**src/rtl/trb_ring_pkg.sv**
```systemverilog
package trb_ring_pkg;

  localparam int TRB_BITS = 128;
  localparam int DW3_LSB = 96;
  localparam logic [5:0] TYPE_LINK = 6'd6;
  localparam logic [7:0] CODE_SUCCESS = 8'd1;

  typedef enum logic [1:0] {
    ST_IDLE,
    ST_FETCH,
    ST_CHECK
  } cons_state_t;

  function automatic logic trb_cycle(input logic [TRB_BITS-1:0] e);
    return e[DW3_LSB + 0];
  endfunction

  function automatic logic trb_toggle(input logic [TRB_BITS-1:0] e);
    return e[DW3_LSB + 1];
  endfunction

  function automatic logic trb_chain(input logic [TRB_BITS-1:0] e);
    return e[DW3_LSB + 4];
  endfunction

  function automatic logic [5:0] trb_type(input logic [TRB_BITS-1:0] e);
    return e[DW3_LSB + 15 -: 6];
  endfunction

  function automatic logic [31:0] trb_target(input logic [TRB_BITS-1:0] e);
    return e[31:0];
  endfunction

endpackage

```
**src/rtl/trb_decode.sv**
```systemverilog
module trb_decode
  import trb_ring_pkg::*;
#(
  parameter int AW = 6
) (
  input  logic [TRB_BITS-1:0] entry,
  input  logic                ccs,
  output logic                owned,
  output logic                is_link,
  output logic                chain,
  output logic                toggle,
  output logic [AW-1:0]       target
);

  logic unused_entry_bits;

  always_comb begin
    owned   = (trb_cycle(entry) == ccs);
    is_link = (trb_type(entry) == TYPE_LINK);
    chain   = trb_chain(entry);
    toggle  = trb_toggle(entry);
    target  = AW'(trb_target(entry));
  end

  assign unused_entry_bits = ^entry;

endmodule

```
**src/rtl/trb_deq_ptr.sv**
```systemverilog
module trb_deq_ptr #(
  parameter int AW = 6
) (
  input  logic          clk,
  input  logic          rst_n,
  input  logic          load,
  input  logic [AW-1:0] load_ptr,
  input  logic          load_cycle,
  input  logic          advance,
  input  logic          link_take,
  input  logic [AW-1:0] link_target,
  input  logic          link_toggle,
  output logic [AW-1:0] deq_ptr,
  output logic          cycle_state
);

  function automatic logic [AW-1:0] ptr_step(input logic [AW-1:0] p);
    return p + AW'(1);
  endfunction

  always_ff @(posedge clk) begin
    if (!rst_n) begin
      deq_ptr     <= '0;
      cycle_state <= 1'b1;
    end else if (load) begin
      deq_ptr     <= load_ptr;
      cycle_state <= load_cycle;
    end else if (link_take) begin
      deq_ptr <= link_target;
      if (link_toggle) cycle_state <= ~cycle_state;
    end else if (advance) begin
      deq_ptr <= ptr_step(deq_ptr);
    end
  end

  AST_LINK_TOGGLES: assert property (@(posedge clk) disable iff (!rst_n)
    (!load && link_take && link_toggle) |=> (cycle_state != $past(cycle_state)));
  AST_LINK_KEEPS: assert property (@(posedge clk) disable iff (!rst_n)
    (!load && link_take && !link_toggle) |=> (cycle_state == $past(cycle_state)));
  AST_PTR_LOAD: assert property (@(posedge clk) disable iff (!rst_n)
    load |=> (deq_ptr == $past(load_ptr) && cycle_state == $past(load_cycle)));

endmodule

```
**src/rtl/trb_evt_gen.sv**
```systemverilog
module trb_evt_gen
  import trb_ring_pkg::*;
#(
  parameter int AW = 6,
  parameter int CW = 8
) (
  input  logic          clk,
  input  logic          rst_n,
  input  logic          fire,
  input  logic [AW-1:0] fire_addr,
  output logic          evt_valid,
  output logic [AW-1:0] evt_addr,
  output logic [CW-1:0] evt_code,
  output logic          irq
);

  always_ff @(posedge clk) begin
    if (!rst_n) begin
      evt_valid <= 1'b0;
      irq       <= 1'b0;
      evt_addr  <= '0;
      evt_code  <= '0;
    end else begin
      evt_valid <= fire;
      irq       <= fire;
      if (fire) begin
        evt_addr <= fire_addr;
        evt_code <= CW'(CODE_SUCCESS);
      end
    end
  end

  AST_EVT_PULSE: assert property (@(posedge clk) disable iff (!rst_n)
    evt_valid |=> !evt_valid);

endmodule

```
**src/rtl/trb_ring_consumer.sv**
```systemverilog
module trb_ring_consumer
  import trb_ring_pkg::*;
#(
  parameter int AW = 6,
  parameter int CW = 8
) (
  input  logic                clk,
  input  logic                rst_n,
  input  logic                doorbell,
  input  logic                halt_req,
  input  logic                deq_load,
  input  logic [AW-1:0]       deq_ptr_in,
  input  logic                deq_cycle_in,
  output logic                rd_en,
  output logic [AW-1:0]       rd_addr,
  input  logic [TRB_BITS-1:0] rd_data,
  output logic                evt_valid,
  output logic [AW-1:0]       evt_addr,
  output logic [CW-1:0]       evt_code,
  output logic                irq,
  output logic                halted,
  output logic [AW-1:0]       deq_ptr,
  output logic                cycle_state
);

  cons_state_t state;
  logic        db_pend;

  // decoded fields of the entry on rd_data
  logic          e_owned, e_link, e_chain, e_toggle;
  logic [AW-1:0] e_target;

  // named internal events
  logic chk, own_hit, own_miss, link_take, advance, fire;

  trb_decode #(.AW(AW)) u_decode (
    .entry   (rd_data),
    .ccs     (cycle_state),
    .owned   (e_owned),
    .is_link (e_link),
    .chain   (e_chain),
    .toggle  (e_toggle),
    .target  (e_target)
  );

  always_comb begin
    chk       = (state == ST_CHECK) && !deq_load && !halt_req;
    own_hit   = chk && e_owned;
    own_miss  = chk && !e_owned;
    link_take = own_hit && e_link;
    advance   = own_hit && !e_link;
    fire      = advance && !e_chain;
    rd_en     = (state == ST_FETCH);
    rd_addr   = deq_ptr;
  end

  trb_deq_ptr #(.AW(AW)) u_ptr (
    .clk         (clk),
    .rst_n       (rst_n),
    .load        (deq_load),
    .load_ptr    (deq_ptr_in),
    .load_cycle  (deq_cycle_in),
    .advance     (advance),
    .link_take   (link_take),
    .link_target (e_target),
    .link_toggle (e_toggle),
    .deq_ptr     (deq_ptr),
    .cycle_state (cycle_state)
  );

  trb_evt_gen #(.AW(AW), .CW(CW)) u_evt (
    .clk       (clk),
    .rst_n     (rst_n),
    .fire      (fire),
    .fire_addr (deq_ptr),
    .evt_valid (evt_valid),
    .evt_addr  (evt_addr),
    .evt_code  (evt_code),
    .irq       (irq)
  );

  always_ff @(posedge clk) begin
    if (!rst_n) begin
      state   <= ST_IDLE;
      halted  <= 1'b0;
      db_pend <= 1'b0;
    end else if (deq_load) begin
      state   <= ST_IDLE;
      halted  <= 1'b0;
      db_pend <= 1'b0;
    end else if (halt_req) begin
      state   <= ST_IDLE;
      halted  <= 1'b1;
      db_pend <= 1'b0;
    end else begin
      case (state)
        ST_IDLE: begin
          if (doorbell && !halted) state <= ST_FETCH;
        end
        ST_FETCH: begin
          state <= ST_CHECK;
          if (doorbell) db_pend <= 1'b1;
        end
        ST_CHECK: begin
          if (own_miss) begin
            state   <= (db_pend || doorbell) ? ST_FETCH : ST_IDLE;
            db_pend <= 1'b0;
          end else begin
            state <= ST_FETCH;
            if (doorbell) db_pend <= 1'b1;
          end
        end
        default: state <= ST_IDLE;
      endcase
    end
  end

  AST_IDLE_NEEDS_DB: assert property (@(posedge clk) disable iff (!rst_n)
    (state == ST_IDLE && !doorbell) |=> !rd_en);
  AST_MISS_STOPS: assert property (@(posedge clk) disable iff (!rst_n)
    (own_miss && !db_pend && !doorbell) |=> (state == ST_IDLE));
  AST_MISS_HOLDS_PTR: assert property (@(posedge clk) disable iff (!rst_n)
    own_miss |=> (deq_ptr == $past(deq_ptr)));
  AST_EVT_FROM_READ: assert property (@(posedge clk) disable iff (!rst_n)
    evt_valid |-> ($past(rd_en, 2) && evt_addr == $past(rd_addr, 2)));
  AST_LINK_NO_EVT: assert property (@(posedge clk) disable iff (!rst_n)
    link_take |=> !evt_valid);
  AST_HALT_STOP: assert property (@(posedge clk) disable iff (!rst_n)
    (halt_req && !deq_load) |=> (halted && !evt_valid && !rd_en));
  AST_HALT_NO_READ: assert property (@(posedge clk) disable iff (!rst_n)
    halted |-> !rd_en);

endmodule

```
**config.mk**
```make
export PLATFORM = sky130hd
export DESIGN_NAME = trb_ring_consumer
export DESIGN_NICKNAME = d
export VERILOG_FILES = /design/src/rtl/trb_ring_pkg.sv /design/src/rtl/trb_decode.sv /design/src/rtl/trb_deq_ptr.sv /design/src/rtl/trb_evt_gen.sv /design/src/rtl/trb_ring_consumer.sv
export SDC_FILE = /design/constraint.sdc
export NUM_CORES = 1
export LEC_CHECK = 0
export BUFFER_PORTS_ARGS = -buffer_cell sky130_fd_sc_hd__buf_2
export CORE_MARGIN = 3
export CORE_UTILIZATION = 32
export CTS_CLUSTER_SIZE = 10
export DETAILED_ROUTE_END_ITERATION = 12
export HOLD_SLACK_MARGIN = 0.05
export PLACE_DENSITY = 0.86
export SLEW_MARGIN = 10
export SYNTH_ARGS = -nofsm -noshare
export SYNTH_HDL_FRONTEND = slang
export SYNTH_SLANG_ARGS = --single-unit
```
**constraint.sdc**
```tcl
create_clock -name clk -period 3.8 [get_ports clk]
set_clock_uncertainty 0.1 [all_clocks]
set_input_delay 0.19 -clock clk [delete_from_list [all_inputs] [get_ports clk]]
set_output_delay 0.19 -clock clk [all_outputs]
set_load 0.01 [all_outputs]
```
# Yosys cells after proc, flatten, opt, wreduce, memory -nomap -nowiden
# Index checks and enable logic that the tools add are counted.
dict set report word_totals {
  word_cells 52
  input_bits 140
  output_inout_bits 31
  ff_bits 19
}
dict set report op_classes {
  n_eq_ne 5
  n_bitwise 2
  n_mux 13
  n_reduce_logical 23
  n_addsub 1
}
# operator count
set op_table {}
lappend op_table {{two-way mux 6 bit} 3}
lappend op_table {{logical AND 1 bit} 8}
lappend op_table {{two-way mux 1 bit} 7}
lappend op_table {{adder 6 x 1 -> 6 bit, second input constant} 1}
lappend op_table {{equality test 6 x 3 -> 1 bit, second input constant} 1}
lappend op_table {{zero test 1 bit} 6}
lappend op_table {{one-hot mux 2 bit (3 select lines)} 1}
lappend op_table {{nonzero test 2 bit} 3}
lappend op_table {{nonzero test 3 bit} 1}
lappend op_table {{OR reduction 3 bit} 1}
lappend op_table {{equality test 2 x 1 -> 1 bit, second input constant} 1}
lappend op_table {{equality test 2 bit, second input constant} 1}
lappend op_table {{zero test 2 bit} 1}
lappend op_table {{two-way mux 2 bit} 1}
lappend op_table {{inequality test 2 bit, second input constant} 1}
lappend op_table {{NOT 1 bit} 2}
lappend op_table {{one-hot mux 1 bit (2 select lines)} 1}
lappend op_table {{AND reduction 2 bit} 1}
lappend op_table {{OR reduction 2 bit} 1}
lappend op_table {{equality test 1 bit} 1}
lappend op_table {{logical OR 1 bit} 1}

# Depth between registers and ports, before layout
dict set report depth {
  ltp_word 8
  ltp_mapped 7
  ltp_nobuf 6
}

# Cells and area by module
# A second synthesis with hierarchy kept.
dict set report unflattened {
  hier_cells 142
  hier_area_um2 1244.9
}
# mod seq_area_each_um2 area_per_inst_um2 instances cells_per_inst
set modules_own_cells {}
lappend modules_own_cells {trb_deq_ptr 140.1 475.5 1 60}
lappend modules_own_cells {trb_evt_gen 160.2 347.8 1 32}
lappend modules_own_cells {trb_ring_consumer 80.1 330.3 1 39}
lappend modules_own_cells {trb_decode 0.0 91.3 1 11}

# Worst setup path before layout
# OpenSTA, ideal clock, no wires.
dict set report synth_timing {
  kind {register to register}
  from {register state[0]}
  to {register u_evt.evt_addr[3]}
  path_buffers 1
  stages_incl_launch_ff 8
  setup_slack_ns 2.000
  required_ns 3.626
  setup_ns 0.074
  period_less_slack_ns 1.800
  arrival_ns 1.625
  cell_sequence {dfxtp_1 inv_1 ha_1 or3b_4 a2111oi_4 buf_6 nand3_1 o21ai_0}
}
dict set report synth_between {
  elab_chain_len 6
}
# element line_no
set synth_lines {}
lappend synth_lines {{start, declared} trb_ring_consumer.sv:26} ;# cons_state_t state;
lappend synth_lines {{start signal, assigned} trb_ring_consumer.sv:106} ;# state <= (db_pend || doorbell) ? ST_FETCH : ST_IDLE;
lappend synth_lines {{equality test 2 bit} trb_ring_consumer.sv:47} ;# chk = (state == ST_CHECK) && !deq_load && !halt_req;
lappend synth_lines {{logical AND 1 bit (2 in series)} trb_ring_consumer.sv:47}
lappend synth_lines {{logical AND 1 bit} trb_ring_consumer.sv:48} ;# own_hit = chk && e_owned;
lappend synth_lines {{logical AND 1 bit} trb_ring_consumer.sv:51} ;# advance = own_hit && !e_link;
lappend synth_lines {{logical AND 1 bit} trb_ring_consumer.sv:52} ;# fire = advance && !e_chain;
lappend synth_lines {{end signal, assigned} trb_evt_gen.sv:27} ;# evt_addr <= fire_addr;
lappend synth_lines {{end, declared} trb_evt_gen.sv:12} ;# output logic [AW-1:0] evt_addr,
# No other way between the ends.
# A chain may end at the register's enable or synchronous reset.

# Worst setup path in the final report
dict set report layout_timing {
  from {register state[0]}
  to {register u_evt.evt_addr[5]}
}
# Same word-level chain as after synthesis.

==> results.py <==
metrics = {
    "clock_tree": {
        "cts_num_sinks": 19,
        "cts_inserted_buffers": 3,
        "holdBufCountCts": 0,
        "cts_post_setup_buffers_inserted": 0,
        "clk_pin_slew_ns": 0.08,
        "clkLatencyLatePin_ns": 0.25,
        "ctsHtreeMaxLevel": 1,
        "post_cts_resize_count": 0,
        "cts_tree": "yes",
        "clock_path_buffers": 2,
        "cts.root.buffer_cell": "sky130_fd_sc_hd__clkbuf_8",
    },
    "flow_run": {
        "max_cap_viol_count": 0,
    },
    "detailed_routing": {
        "detail_route.iter0.violations": 33,
        "drt-pass1-iter-count": 6,
        "wirelength_um": 2727,
        "wl_met2_um": 1274,
        "wl_met3_um": 226,
        "antenna_left": 0,
        "via_count": 1091,
        "wl_per_cell_um": 12.28,
        "remaining_drc_errors": 0,
        "top_metal_used": "met4",
        "wirelength_met1_um": 1207,
        "drt-vias-per-instance": 4.914,
    },
    "synth": {
        "area_share_of_the_largest_cell_type_after_synthesis": 0.3234,
        "yosys_most_used_dff": "sky130_fd_sc_hd__dfxtp_1",
        "synthDistinctLibCells": 40,
        "synth_seq_cells": 19,
        "synthDominantAreaCellType": "sky130_fd_sc_hd__dfxtp_1",
        "syn_avg_cell_area_um2": 8.648,
        "count_of_warnings_emitted_by_yosys": 0,
        "synth_edf_count": 0,
        "ys_seq_area_frac": 0.3234,
        "async_reset_ff_frac": 0,
        "syn_inst": 136,
        "yosys-top-cells-area": "sky130_fd_sc_hd__dfxtp_1 (32%), sky130_fd_sc_hd__buf_4 (8.9%), sky130_fd_sc_hd__ha_1 (5.3%)",
        "netlist_area_um2": 1176,
    },
    "worst_setup_path": {
        "cp.buffers_inverters": 1,
        "critPathRequiredTime_ns": 3.81,
        "crit_path_cell_trace": "inv_1, ha_1, or3b_4, a2111oi_4, o21ai_0",
        "reg_to_reg_slack_setup_ns": 1.70,
        "timing.critical_path.slowest_cell_delay_ns": 0.61,
        "slowest_stage": "sky130_fd_sc_hd__a2111oi_4",
        "worst_setup_path_start_kind": "flip-flop",
        "worst_r2r_path_depth": 5,
        "worstPathMaxFanout": 14,
        "timing.critical_path.arrival_ns": 2.11,
        "regToRegEndpoint": "u_evt.evt_addr[5]",
        "endpoint_class_of_the_critical_path": "flip-flop",
        "critical_path_class": "flip-flop to flip-flop",
        "timing.rr.start": "state[0]",
        "timing.critical_path.max_delay_family": "compound AO/OA/AOI/OAI gates",
    },
    "timing": {
        "fin_crit_sh": 0.5521,
        "min_period_ns": 2.098,
        "hold_viol": 0,
        "finalMaxSlewViolations": 0,
        "setup_tns_ns": 0,
        "max_freq_ghz": 0.4767,
        "setup_repair_after_global_routing_missed_its_margin": "false",
        "tightestPinTransition_ns": 0.6510,
        "max-slew-margin-rel": 0.5660,
        "setup-violations-final": 0,
    },
    "hold_path": {
        "whs_path_depth": 2,
        "hold_path.class": "input pin to flip-flop",
        "hold_path_startpoint": "deq_cycle_in",
        "endpoint_of_the_worst_hold_timing_path": "u_ptr.cycle_state",
    },
    "placement": {
        "detailedPlacementHpwl_um": 2130,
        "placer_congestion": 0.8407,
        "io_buffer_count": 50,
    },
    "finish": {
        "antenna_cells": 0,
        "drive_above_1_share": 0.3352,
        "final_cell_mix": "sky130_fd_sc_hd__buf_2 (50), sky130_fd_sc_hd__dfxtp_1 (19), sky130_fd_sc_hd__o21ai_0 (12)",
        "flow.area_growth_from_synthesis_pct": 20.00,
        "final_common_cell": "sky130_fd_sc_hd__buf_2",
        "num-nets-final": 322,
    },
    "floorplanning": {
        "io-pin-count": 171,
        "start_util": 0.3417,
        "row_count": 21,
        "core-area_um2": 3442,
        "chipWidth_um": 66.63,
        "die_area_um2": 4439,
        "fp.dieH_um": 66.63,
    },
    "global_route": {
        "global_route_wire_length_before_repair_um": 4422,
        "first_global_vias": 996,
        "gr-total-overflow": 0,
        "antenna_found_initial": 0,
        "maximum_number_of_pins_on_one_net_before_global_route_repair": 29,
        "grt_util_all_layers": 0.1291,
    },
    "power_and_ir_drop": {
        "power.ir.vdd_worst_mv": 0.1521,
        "power.leakage_nw": 0.6446,
        "power_per_cell_area_nw_per_um2": 296.4,
        "design_power_total_mw": 0.4183,
    },
    "run_status": {
        "outcome": "finished clean",
    },
}
[per-stage QoR]
| stage | std cells | setup slack (ns) | area (um^2) | hold WS [ns] | util |
|---|---|---|---|---|---|
| floorplan | 142 | 2.000 | 1199 | 0.2058 | - |
| global placement | 218 | 1.730 | 1363 | 0.3321 | 0.3959 |
| detailed placement | 218 | 1.693 | 1363 | 0.3489 | 0.3959 |
| CTS | 222 | 1.693 | 1411 | 0.08776 | 0.4100 |
| global route | 222 | 1.489 | 1411 | 0.1005 | 0.4100 |
| finish | 222 | 1.702 | 1411 | 0.08897 | 0.4100 |
[registers in the layout, summed over array words and instances (netlist names)]
name and count:
u_ptr.cycle_state 1, u_evt.evt_addr 6, halted 1, u_evt.evt_valid 1
db_pend 1, state 2, u_evt.evt_code 1, u_ptr.deq_ptr 6
[logic make-up (layout without fill, tap and decap cells)]
logic type	count (synthesis)	count (layout)	synth area share
xor+xnor	5	5	0.03724
other cells	1	7	0.003188
fa+ha+maj	5	5	0.05319
compound gates	32	32	0.2021
flops	19	19	0.3234
simple gates	45	45	0.2021
buf+inv	24	58	0.1351
mux	5	5	0.04362
[Yosys cell counts, types with 3 or more instances]
cell	count
sky130_fd_sc_hd__buf_4	14
sky130_fd_sc_hd__o21ai_0	12
sky130_fd_sc_hd__inv_1	4
sky130_fd_sc_hd__ha_1	5
sky130_fd_sc_hd__o311ai_0	3
sky130_fd_sc_hd__a21oi_1	3
sky130_fd_sc_hd__nand3_1	9
sky130_fd_sc_hd__mux2i_1	4
sky130_fd_sc_hd__clkbuf_1	3
sky130_fd_sc_hd__dfxtp_1	19
sky130_fd_sc_hd__nor2_1	9
sky130_fd_sc_hd__o21a_1	3
sky130_fd_sc_hd__xor2_1	3
sky130_fd_sc_hd__nand2_1	11
[power by group]
| part | switching [mW] | internal [mW] | total, mW | leakage [nW] |
|---|---|---|---|---|
| clock | 0.0672 | 0.0738 | 0.141 | 0.0217 |
| sequential | 0.00850 | 0.204 | 0.213 | 0.155 |
| combinational | 0.0364 | 0.0281 | 0.0645 | 0.468 |
[worst max path at each step]
stage / startpoint / endpoint / slack (ns) / cells past startpoint
finish: state[0] / u_evt.evt_addr[5] / 1.70 / 5
global route: state[0] / u_evt.evt_addr[5] / 1.49 / 5
CTS: state[0] / u_evt.evt_addr[0] / 1.69 / 5
detailed placement: state[0] / u_evt.evt_addr[5] / 1.69 / 5
global placement: state[0] / u_evt.evt_addr[5] / 1.73 / 5
floorplan: state[0] / u_evt.evt_addr[3] / 2.00 / 7
[area by class of cell]
cell class | instances | area [um^2]
fillers | 343 | 2031
multi-input cells | 99 | 659.4
flip-flops and latches | 19 | 380.4
repair buffers | 50 | 250.2
well taps | 46 | 57.56
clock buffers | 3 | 41.29
inverters | 4 | 15.01
clock inverters | 1 | 7.507
[routing by layer]
layer	track usage	up-vias
li1	-	551
met1	0.1728	489
met2	0.2054	49
met3	0.02192	2
met4	0.04822	0
met5	0	-
Note: power is estimated with default switching activity, not from simulation.
